**src/rtl/cmptmr_pkg.sv**
```systemverilog
package cmptmr_pkg;
  localparam int DW       = 32;
  localparam int ADDR_W   = 3;
  localparam int SRC_W    = 2;
  localparam int NSRC     = 3;
  localparam int PSC_W    = 12;

  // control bit positions
  localparam int B_EN     = 0;
  localparam int B_ENMOD  = 1;
  localparam int B_IE     = 2;
  localparam int B_RLD    = 3;
  localparam int B_PSC    = 4;
  localparam int B_SWR    = 16;
  localparam int B_OVW    = 17;
  localparam int B_DBG    = 18;
  localparam int B_WAIT   = 19;
  localparam int B_DOZE   = 20;
  localparam int B_STOP   = 21;
  localparam int B_SRC    = 24;

  // register word indices
  localparam int IDX_CTRL = 0;
  localparam int IDX_STAT = 1;
  localparam int IDX_LOAD = 2;
  localparam int IDX_CMP  = 3;
  localparam int IDX_CNT  = 4;

  localparam logic [DW-1:0] CTRL_MASK = DW'((1 << (B_SRC + SRC_W)) - 1);
  localparam logic [DW-1:0] SWR_KEEP  = (DW'(1) << B_EN)   | (DW'(1) << B_ENMOD) |
                                        (DW'(1) << B_DBG)  | (DW'(1) << B_WAIT)  |
                                        (DW'(1) << B_DOZE) | (DW'(1) << B_STOP);
endpackage

```
**src/rtl/cmptmr_prescale.sv**
```systemverilog
module cmptmr_prescale #(
  parameter int PSC_W = 12,
  parameter int SRC_W = 2,
  parameter int NSRC  = 3
) (
  input  logic             clk,
  input  logic             rst_n,
  input  logic             enable,
  input  logic [SRC_W-1:0] src,
  input  logic [NSRC-1:0]  ticks,
  input  logic [PSC_W-1:0] presc,
  input  logic             clr,
  output logic             step
);
  logic [PSC_W-1:0] psc_q, psc_d;
  logic             sel_tick;
  logic             run;

  always_comb begin
    sel_tick = 1'b0;
    for (int i = 0; i < NSRC; i++) begin
      if (src == SRC_W'(i + 1)) sel_tick = ticks[i];
    end
  end

  assign run  = enable && (src != '0) && !clr;
  assign step = run && sel_tick && (psc_q >= presc);

  always_comb begin
    psc_d = psc_q;
    if (!run)             psc_d = '0;
    else if (sel_tick) begin
      if (psc_q >= presc) psc_d = '0;
      else                psc_d = psc_q + PSC_W'(1);
    end
  end

  always_ff @(posedge clk or negedge rst_n) begin
    if (!rst_n) psc_q <= '0;
    else        psc_q <= psc_d;
  end

  // after a divided step the phase restarts from zero
  p_phase_restart_r3: assert property (@(posedge clk) disable iff (!rst_n)
    step |=> (psc_q == '0));
endmodule

```
**src/rtl/cmptmr_count.sv**
```systemverilog
module cmptmr_count #(
  parameter int CNT_W = 32
) (
  input  logic             clk,
  input  logic             rst_n,
  input  logic             step,
  input  logic             load,
  input  logic [CNT_W-1:0] load_val,
  input  logic             rld,
  input  logic [CNT_W-1:0] lim,
  input  logic [CNT_W-1:0] cmp,
  output logic [CNT_W-1:0] cnt,
  output logic             hit
);
  localparam logic [CNT_W-1:0] ONES = '1;

  logic [CNT_W-1:0] cnt_q, cnt_d, stepped;

  assign stepped = (cnt_q == '0) ? (rld ? lim : ONES) : cnt_q - CNT_W'(1);
  assign hit     = step && !load && (stepped == cmp);

  always_comb begin
    cnt_d = cnt_q;
    if (load)      cnt_d = load_val;
    else if (step) cnt_d = stepped;
  end

  always_ff @(posedge clk or negedge rst_n) begin
    if (!rst_n) cnt_q <= ONES;
    else        cnt_q <= cnt_d;
  end

  assign cnt = cnt_q;

  // no step and no load keeps the count
  p_frozen_r13: assert property (@(posedge clk) disable iff (!rst_n)
    (!step && !load) |=> $stable(cnt_q));
  // wrap to all ones without reload
  p_wrap_r9: assert property (@(posedge clk) disable iff (!rst_n)
    (step && !load && cnt_q == '0 && !rld) |=> (cnt_q == ONES));
  // reload from the limit
  p_reload_r9: assert property (@(posedge clk) disable iff (!rst_n)
    (step && !load && cnt_q == '0 && rld) |=> (cnt_q == $past(lim)));
  // plain decrement
  p_dec_r9: assert property (@(posedge clk) disable iff (!rst_n)
    (step && !load && cnt_q != '0) |=> (cnt_q == $past(cnt_q) - CNT_W'(1)));
endmodule

```
**src/rtl/cmptmr_top.sv**
```systemverilog
module cmptmr_top
  import cmptmr_pkg::*;
(
  input  logic              clk,
  input  logic              rst_n,
  input  logic              bus_wr,
  input  logic [ADDR_W-1:0] bus_addr,
  input  logic [DW-1:0]     bus_wdata,
  output logic [DW-1:0]     bus_rdata,
  input  logic              tick_main,
  input  logic              tick_fast,
  input  logic              tick_slow,
  output logic              irq
);
  localparam logic [DW-1:0] ONES = '1;

  logic [DW-1:0] cr_q, cr_d, lr_q, lr_d, cmp_q, cmp_d, cnt, load_val;
  logic          flag_q, flag_d;
  logic          wr_ctrl, wr_stat, wr_load, wr_cmp;
  logic          load, sw_rst, step, hit;

  assign wr_ctrl = bus_wr && (bus_addr == ADDR_W'(IDX_CTRL));
  assign wr_stat = bus_wr && (bus_addr == ADDR_W'(IDX_STAT));
  assign wr_load = bus_wr && (bus_addr == ADDR_W'(IDX_LOAD));
  assign wr_cmp  = bus_wr && (bus_addr == ADDR_W'(IDX_CMP));

  always_comb begin
    cr_d     = cr_q;
    lr_d     = lr_q;
    cmp_d    = cmp_q;
    flag_d   = flag_q || hit;
    sw_rst   = 1'b0;
    load     = 1'b0;
    load_val = lr_q;
    if (wr_stat && bus_wdata[0]) flag_d = hit;
    if (wr_load) begin
      lr_d = bus_wdata;
      if (cr_q[B_OVW]) begin
        load     = 1'b1;
        load_val = bus_wdata;
      end
    end
    if (wr_cmp) cmp_d = bus_wdata;
    if (wr_ctrl) begin
      if (bus_wdata[B_SWR]) begin
        cr_d   = bus_wdata & SWR_KEEP;
        flag_d = 1'b0;
        lr_d   = ONES;
        cmp_d  = '0;
        sw_rst = 1'b1;
      end else begin
        cr_d = bus_wdata & CTRL_MASK;
        if (!cr_q[B_EN] && bus_wdata[B_EN] && bus_wdata[B_ENMOD]) begin
          load     = 1'b1;
          load_val = bus_wdata[B_RLD] ? lr_q : ONES;
        end
      end
    end
  end

  always_ff @(posedge clk or negedge rst_n) begin
    if (!rst_n) begin
      cr_q   <= '0;
      lr_q   <= ONES;
      cmp_q  <= '0;
      flag_q <= 1'b0;
    end else begin
      cr_q   <= cr_d;
      lr_q   <= lr_d;
      cmp_q  <= cmp_d;
      flag_q <= flag_d;
    end
  end

  cmptmr_prescale #(.PSC_W(PSC_W), .SRC_W(SRC_W), .NSRC(NSRC)) u_presc (
    .clk    (clk),
    .rst_n  (rst_n),
    .enable (cr_q[B_EN]),
    .src    (cr_q[B_SRC +: SRC_W]),
    .ticks  ({tick_slow, tick_fast, tick_main}),
    .presc  (cr_q[B_PSC +: PSC_W]),
    .clr    (sw_rst),
    .step   (step)
  );

  cmptmr_count #(.CNT_W(DW)) u_count (
    .clk      (clk),
    .rst_n    (rst_n),
    .step     (step),
    .load     (load),
    .load_val (load_val),
    .rld      (cr_q[B_RLD]),
    .lim      (lr_q),
    .cmp      (cmp_q),
    .cnt      (cnt),
    .hit      (hit)
  );

  always_comb begin
    case (bus_addr)
      ADDR_W'(IDX_CTRL): bus_rdata = cr_q;
      ADDR_W'(IDX_STAT): bus_rdata = {{(DW-1){1'b0}}, flag_q};
      ADDR_W'(IDX_LOAD): bus_rdata = lr_q;
      ADDR_W'(IDX_CMP):  bus_rdata = cmp_q;
      ADDR_W'(IDX_CNT):  bus_rdata = cnt;
      default:           bus_rdata = '0;
    endcase
  end

  assign irq = flag_q && cr_q[B_IE] && cr_q[B_EN];

  // soft reset restores load, compare, status and self-clears
  p_softrst_r7: assert property (@(posedge clk) disable iff (!rst_n)
    (wr_ctrl && bus_wdata[B_SWR]) |=>
      (lr_q == ONES && cmp_q == '0 && !flag_q && !cr_q[B_SWR]));
  // write-one clears the flag
  p_w1c_r5: assert property (@(posedge clk) disable iff (!rst_n)
    (wr_stat && bus_wdata[0] && !hit) |=> !flag_q);
  // a compare hit raises the flag
  p_hit_sets_r12: assert property (@(posedge clk) disable iff (!rst_n)
    (hit && !sw_rst) |=> flag_q);
endmodule

```
**config.mk**
```make
export PLATFORM = sky130hd
export DESIGN_NAME = cmptmr_top
export DESIGN_NICKNAME = d
export VERILOG_FILES = /design/src/rtl/cmptmr_pkg.sv /design/src/rtl/cmptmr_prescale.sv /design/src/rtl/cmptmr_count.sv /design/src/rtl/cmptmr_top.sv
export SDC_FILE = /design/constraint.sdc
export NUM_CORES = 1
export LEC_CHECK = 0
export ABC_AREA = 1
export BUFFER_PORTS_ARGS = -buffer_cell sky130_fd_sc_hd__buf_2
export CORE_AREA = 5 5 98 169
export CTS_CLUSTER_DIAMETER = 120
export DETAILED_ROUTE_END_ITERATION = 10
export DIE_AREA = 0 0 103 174
export PLACE_DENSITY_LB_ADDON = 0.2
export SLEW_MARGIN = 20
export SYNTH_ARGS = -nofsm -noshare
export SYNTH_HDL_FRONTEND = slang
export SYNTH_SLANG_ARGS = --single-unit
export TNS_END_PERCENT = 20
```
**constraint.sdc**
```tcl
create_clock -name clk -period 2.4 [get_ports clk]
set_input_delay 0.6 -clock clk [delete_from_list [all_inputs] [get_ports clk]]
set_output_delay 0.6 -clock clk [all_outputs]
set_load 0.005 [all_outputs]
```
* Word-level counts from Yosys, hierarchy flattened
Cells that the tools add are included.
** Operators by class
- $add $sub $neg :: 2
- Order comparisons :: 1
- Equality and inequality tests :: 9
- Multiplexer cells :: 34
- Reductions and logical operators :: 23
** Operators by type and width (number)
- $mux W32 :: 16
- $pmux W32 S5 :: 1
- $mux W12 :: 3
- $eq A32 B32 Y1 :: 1
- $logic_not A32 Y1 :: 1
- $sub A32 B1 Y32 const B :: 1
- $mux W26 :: 1
- $logic_and A1 B1 Y1 :: 15
- $mux W1 :: 13
- $add A12 B1 Y12 const B :: 1
- $ge A12 B12 Y1 :: 1
- $eq A3 B2 Y1 const B :: 2
- $eq A2 B2 Y1 const B :: 2
- $reduce_bool A2 Y1 :: 2
- $eq A3 B1 Y1 const B :: 1
- $eq A3 B3 Y1 const B :: 1
- $logic_not A1 Y1 :: 3
- $logic_not A3 Y1 :: 1
- $eq A2 B1 Y1 const B :: 1
- $ne A2 B1 Y1 const B :: 1
- $logic_or A1 B1 Y1 :: 1
** Storage, ports and cells
- Bits in registers :: 141
- Bits of input ports :: 41

* Longest topological paths before layout
- Depth in word-level cells :: 13
- Mapped depth :: 19
- Depth with buffers taken out :: 19

* By module
From an unflattened synthesis, not the netlist that was laid out.
** Second synthesis, totals
- Cells, all modules :: 1734
- Area total of the unflattened synthesis :: 10847.9 um2
** By module, submodules not included
- cmptmr_top :: times used 1, cells each 897, area an instance 5904.4 um2
- cmptmr_count :: times used 1, cells each 656, area an instance 3791.1 um2
- cmptmr_prescale :: times used 1, cells each 181, area an instance 1152.4 um2

* Worst setup path before layout
No wires, ideal clock.
- Path type :: input -> output
- Start :: in bus_addr[1]
- End :: out bus_rdata[10]
- Arrival :: 1.717 ns
- Required time :: 1.800 ns
- Setup slack :: 0.083 ns
- Stages on the path :: 8
- Buffers on the path :: 1
- Cells stage by stage :: nor2_1 inv_1 nor2_1 clkinv_1 clkbuf_1 o22ai_1 a21oi_1 o21ai_0
** On the way
- Cells in the longest elaborated chain, start to end :: 2
- Elaborated cells between the ends (all ways) :: 6
** RTL lines
- start: declaration :: line cmptmr_top.sv:7 : input logic [ADDR_W-1:0] bus_addr,
- $eq A3 B3 Y1 (tied with other cells) :: line cmptmr_top.sv:100 : case (bus_addr)
- $pmux W32 S5 (*) :: line cmptmr_top.sv:100
- end: declaration :: line cmptmr_top.sv:9 : output logic [DW-1:0] bus_rdata,
Every way passes the cells marked *; elsewhere a longest branch is shown, timed or not.

* Worst setup path after layout
- Start :: reg u_count.cnt_q[0], in the netlist u_count.cnt[0]
- End :: reg flag_q
** On the way
- Cells in the longest elaborated chain, start to end :: 8
- Elaborated cells between the ends (all ways) :: 9
** RTL lines
- start: declaration :: line cmptmr_count.sv:17 : logic [CNT_W-1:0] cnt_q, cnt_d, stepped;
- start signal: assignment :: line cmptmr_count.sv:30 : else cnt_q <= cnt_d;
- $sub A32 B1 Y32 / $logic_not A32 Y1 (equally long branches) :: line cmptmr_count.sv:19 : assign stepped = (cnt_q == '0) ? (rld ? lim : ONES) : cnt_q - CNT_W'(1);
- $mux W32 (*) :: line cmptmr_count.sv:19
- $eq A32 B32 Y1 (*) :: line cmptmr_count.sv:20 : assign hit = step && !load && (stepped == cmp);
- $logic_and A1 B1 Y1 (*) :: line cmptmr_count.sv:20
- $logic_or A1 B1 Y1 :: line cmptmr_top.sv:31 : flag_d = flag_q || hit;
- $mux W1 (*) :: line cmptmr_top.sv:35 : if (wr_stat && bus_wdata[0]) flag_d = hit;
- $mux W1 :: line cmptmr_top.sv:45 : if (bus_wdata[B_SWR]) begin
- $mux W1 (*) :: line cmptmr_top.sv:44 : if (wr_ctrl) begin
- via flag_d :: line cmptmr_top.sv:18 : logic flag_q, flag_d;
- end signal: assignment :: line cmptmr_top.sv:71 : flag_q <= flag_d;
- end: declaration :: line cmptmr_top.sv:18
Mark *: on every way through the listed nets, which the timed path passes. The rest lies on a longest branch.
A chain may end at the register's enable or synchronous reset.

==> impl_metrics.yaml <==
finish:
  finalInstanceArea_sq_mm: 0.01167
  antenna_cells: 0
  post_layout_nonfiller_instances: 1615
  design.final.nets: 1472
  layout_fillers: 1142
  post-route-util: 0.7697
  area_delta_synth_final_pct: 31.65
  drive_gt1_frac: 0.3268
clock_network:
  cts_tree: "done"
  cts_hold_repair.buffers: 0
  cts-root-to-sink-buffers: 2
  numClockSinks: 134
  clk_root_buffer_cell: "clkbuf_16"
  clk-insertion-delay-late_ns: 0.43
  cts.clk_slew.worst_paths_ns: 0.07
  cts_htree_levels: 4
  cts-buffers-inserted: 17
run:
  timing.max_cap.violations: 0
floorplan:
  die_x_microns: 103
  floorplan.die_area_sq_mm: 0.01792
  core_area_sq_mm: 0.01516
  fp-row-count: 60
  fp.dieH_microns: 174
  floorplan.initialDensity: 0.5847
  io_pins: 74
pwr:
  seq_power_share: 0.341
  vdd.ir_drop.worst_uv: 528.4
  p_leak_nw: 5.649
  totalPowerFinal_mw: 10.02
  net-switching-power_mw: 3.812
  clock_network_fraction_of_total_power: 0.297
  cell_internal_pwr_mw: 6.203
  sw_frac_of_total: 0.3806
  p_comb_frac: 0.362
  power-per-cell-area_mw_per_mm2: 858.1
synth:
  synth-main-ff-cell: "dfrtp_1"
  yosys.area_share.simple: 0.2584
  post_synth_fa_ha_maj_area_fraction: 0.02117
  postSynthRegisterBits: 134
  synth_area_sq_mm: 0.008866
  netlist-cell-type-count: 38
  post-synth-top-area-fraction: 0.1976
  syn-instance-count: 1213
  share_of_the_synthesized_area_in_compound_gates_ao_oa_aoi_oai: 0.2226
  most_frequent_cell_after_synthesis: "nand2_1"
  synth_top_family_by_area: "simple AND/OR/NAND/NOR gates"
  syn-mean-instance-area_sq_um: 7.309
  yosysSeqAreaShare: 0.3872
  synth_mux_area_frac: 0
  synth_top_cells_by_area: "dfrtp_1, dfstp_2, nand2_1"
  synthesized_net_count: 1269
  synth.yosys.warnings: 0
  synth.cells.most_frequent: "nand2_1, inv_1, nor2_1"
  synth_async_sr_flop_share: 1.000
  xor_xnor_cell_area_share_of_the_yosys_netlist: 0.01482
  yosysTopAreaCell: "dfrtp_1"
  synth_enable_flop_cells: 0
timing:
  finalSetupTns_ns: -0.1519
  final_min_period_over_clock_period: 1.058
  layout_min_cycle_time_ns: 2.539
  achievable-frequency_mhz: 393.8
  setup_violators_final: 2
  worst_hold_slack_ns: 0.09105
  report.final.slew_viol_count: 0
  timing_hold_violations_final: 0
  max_slew_margin: 0.5431
  finClkSkew_ns: 0.01269
  worst_slew_pin_slew_ns: 0.6854
  final.setup.worst_slack_ns: -0.1393
  grt_setup_unrepaired: "yes"
grt:
  first_global_vias: 10110
  antenna_violations_before_repair: 0
  wire_length_of_the_first_global_routing_pass_microns: 53790
  grt_max_degree: 65
  grt_overflow: 0
  gr-usage-all-layers: 0.3915
worst_setup_path:
  critical_path.max_fanout: 7
  cp_data_arrival_time_ns: 2.89
  reg2reg_to: "flag_q$_DFF_PN0_"
  critPathCapture: "flag_q$_DFF_PN0_"
  rrSetupSlack_ns: -0.14
  timing.critical_path.from_type: "flop"
  timing.reg2reg.worst_path_depth: 18
  critPathKind: "flop to flop"
  critPathLaunch: "u_count.cnt[0]$_DFFE_PN1P_"
  critical_path_required_ns: 2.75
  rr_startpoint: "u_count.cnt[0]$_DFFE_PN1P_"
  end_kind: "flop"
place:
  io_buffer_count: 73
  detailed_place.area_sq_mm: 0.01047
  gpl.final_weighted_congestion: 1.032
  post-place-cells: 1568
  post-dp-hpwl_microns: 25620
  dpl_worst_slack_ns: -0.1443
routing:
  drt_first_iter_violations: 997
  drcViolationCount: 0
  via_count: 10230
  drt_first_pass_iters: 7
  vias_per_cell: 6.336
  postRouteWirelength_microns: 35090
  drtAntennaViolNets: 0
  routed_wire_length_per_instance_microns: 21.73
status:
  failing_checks: "setup timing"
  run_status: "complete, but fails checks"
min_path:
  timing.hold.worst.class: "input pin to async pin"
-- sequential cells by signal, indices dropped and copies added (netlist names) --
register	count
cmp_q	32
cr_q	25
flag_q	1
lr_q	32
u_count.cnt	32
u_presc.psc_q	12
-- repair_timing --
| action | in CTS | in global routing |
|---|---|---|
| endpoints found under the setup margin | 21 | 25 |
| buffers inserted | 0 | 15 |
| pin swaps | 7 | 51 |
| gates cloned | 0 | 0 |
| resized for setup | 18 | 107 |
-- power groups by stage --
stage          clock (mW)  sequential [mW]  combinational (mW)
2_1_floorplan           0             3.29                1.78
3_3_place_gp            0             3.37                3.11
3_5_place_dp            0             3.38                3.16
4_1_cts              2.97             3.35                3.25
5_1_grt              3.07             3.47                3.93
6_report             2.97             3.42                3.62
-- how the worst min path moves through the flow --
stage | from | endpoint
after floorplan | rst_n | cmp_q[0]$_DFF_PN0_
after global placement | lr_q[20]$_DFF_PN1_ | lr_q[20]$_DFF_PN1_
after detailed placement | lr_q[20]$_DFF_PN1_ | lr_q[20]$_DFF_PN1_
after CTS | rst_n | cmp_q[5]$_DFF_PN0_
after global routing | rst_n | cmp_q[31]$_DFF_PN0_
final | rst_n | cmp_q[5]$_DFF_PN0_
-- cell type report --
class / instances / area [sq um] / area share
Multi-Input combinational cell: 863 / 4976 / 0.4263
Sequential cell: 134 / 3433 / 0.2941
Timing Repair Buffer: 233 / 1748 / 0.1497
Inverter: 167 / 639.4 / 0.05478
Clock buffer: 18 / 429.2 / 0.03677
Tap cell: 186 / 232.7 / 0.01994
Clock inverter: 14 / 214.0 / 0.01833
-- kinds of logic (layout without fill, tap and decap cells) --
family          after synthesis  in the layout
simple gates                519            519
compound gates              314            314
buf+inv                     216            432
flops                       134            134
fa+ha+maj                    15             15
xor+xnor                     15             15
-- cells in the final DEF, fill, tap and decap left out, types with 3 or more instances in the layout --
cell type	n
clkinv_4	3
dfstp_2	64
nand3_1	64
o22ai_1	47
dfrtp_1	70
buf_4	140
inv_8	3
nand2_2	29
nor2_1	74
nand2_4	12
nor2_2	34
o21ai_1	6
buf_2	72
bufinv_16	4
ha_1	13
nand3b_1	4
inv_6	4
nor2_4	17
nand3_2	12
nand4_1	8
o22ai_2	7
inv_2	12
o221ai_1	63
inv_1	149
clkbuf_16	17
nor3_1	6
inv_4	3
a21oi_2	4
o21ai_0	82
buf_12	11
nor2_8	3
xor2_1	14
nand2_1	251
buf_6	9
a21oi_1	65
o211ai_1	35
-- critical path, cell delays in order (launching register included) --
cell     delay [ns]
dfstp_2        0.39
inv_4          0.08
ha_4           0.15
nand2_1        0.07
nor2_1         0.15
nand2_1        0.14
nor2_4         0.16
nand2_4        0.12
nand2_1        0.10
nand2_1        0.08
nand2_1        0.08
nand2_1        0.06
nor2_1         0.12
nand2_1        0.12
nor2_4         0.17
nand3_2        0.10
nor2_2         0.12
nand3_2        0.09
a21oi_2        0.15
-- layer usage --
layer  up-vias  wire length (microns)  track usage  part of all wire
met5         -                      0            0                 0
met4         0                   3159       0.2674             0.090
met3       232                   2903      0.07590             0.083
met2       629                  16900       0.6329              0.48
met1      4832                  12130       0.4554              0.35
li1       4540                      -            -                 -
No activity file was read; power rests on OpenSTA's default activity.
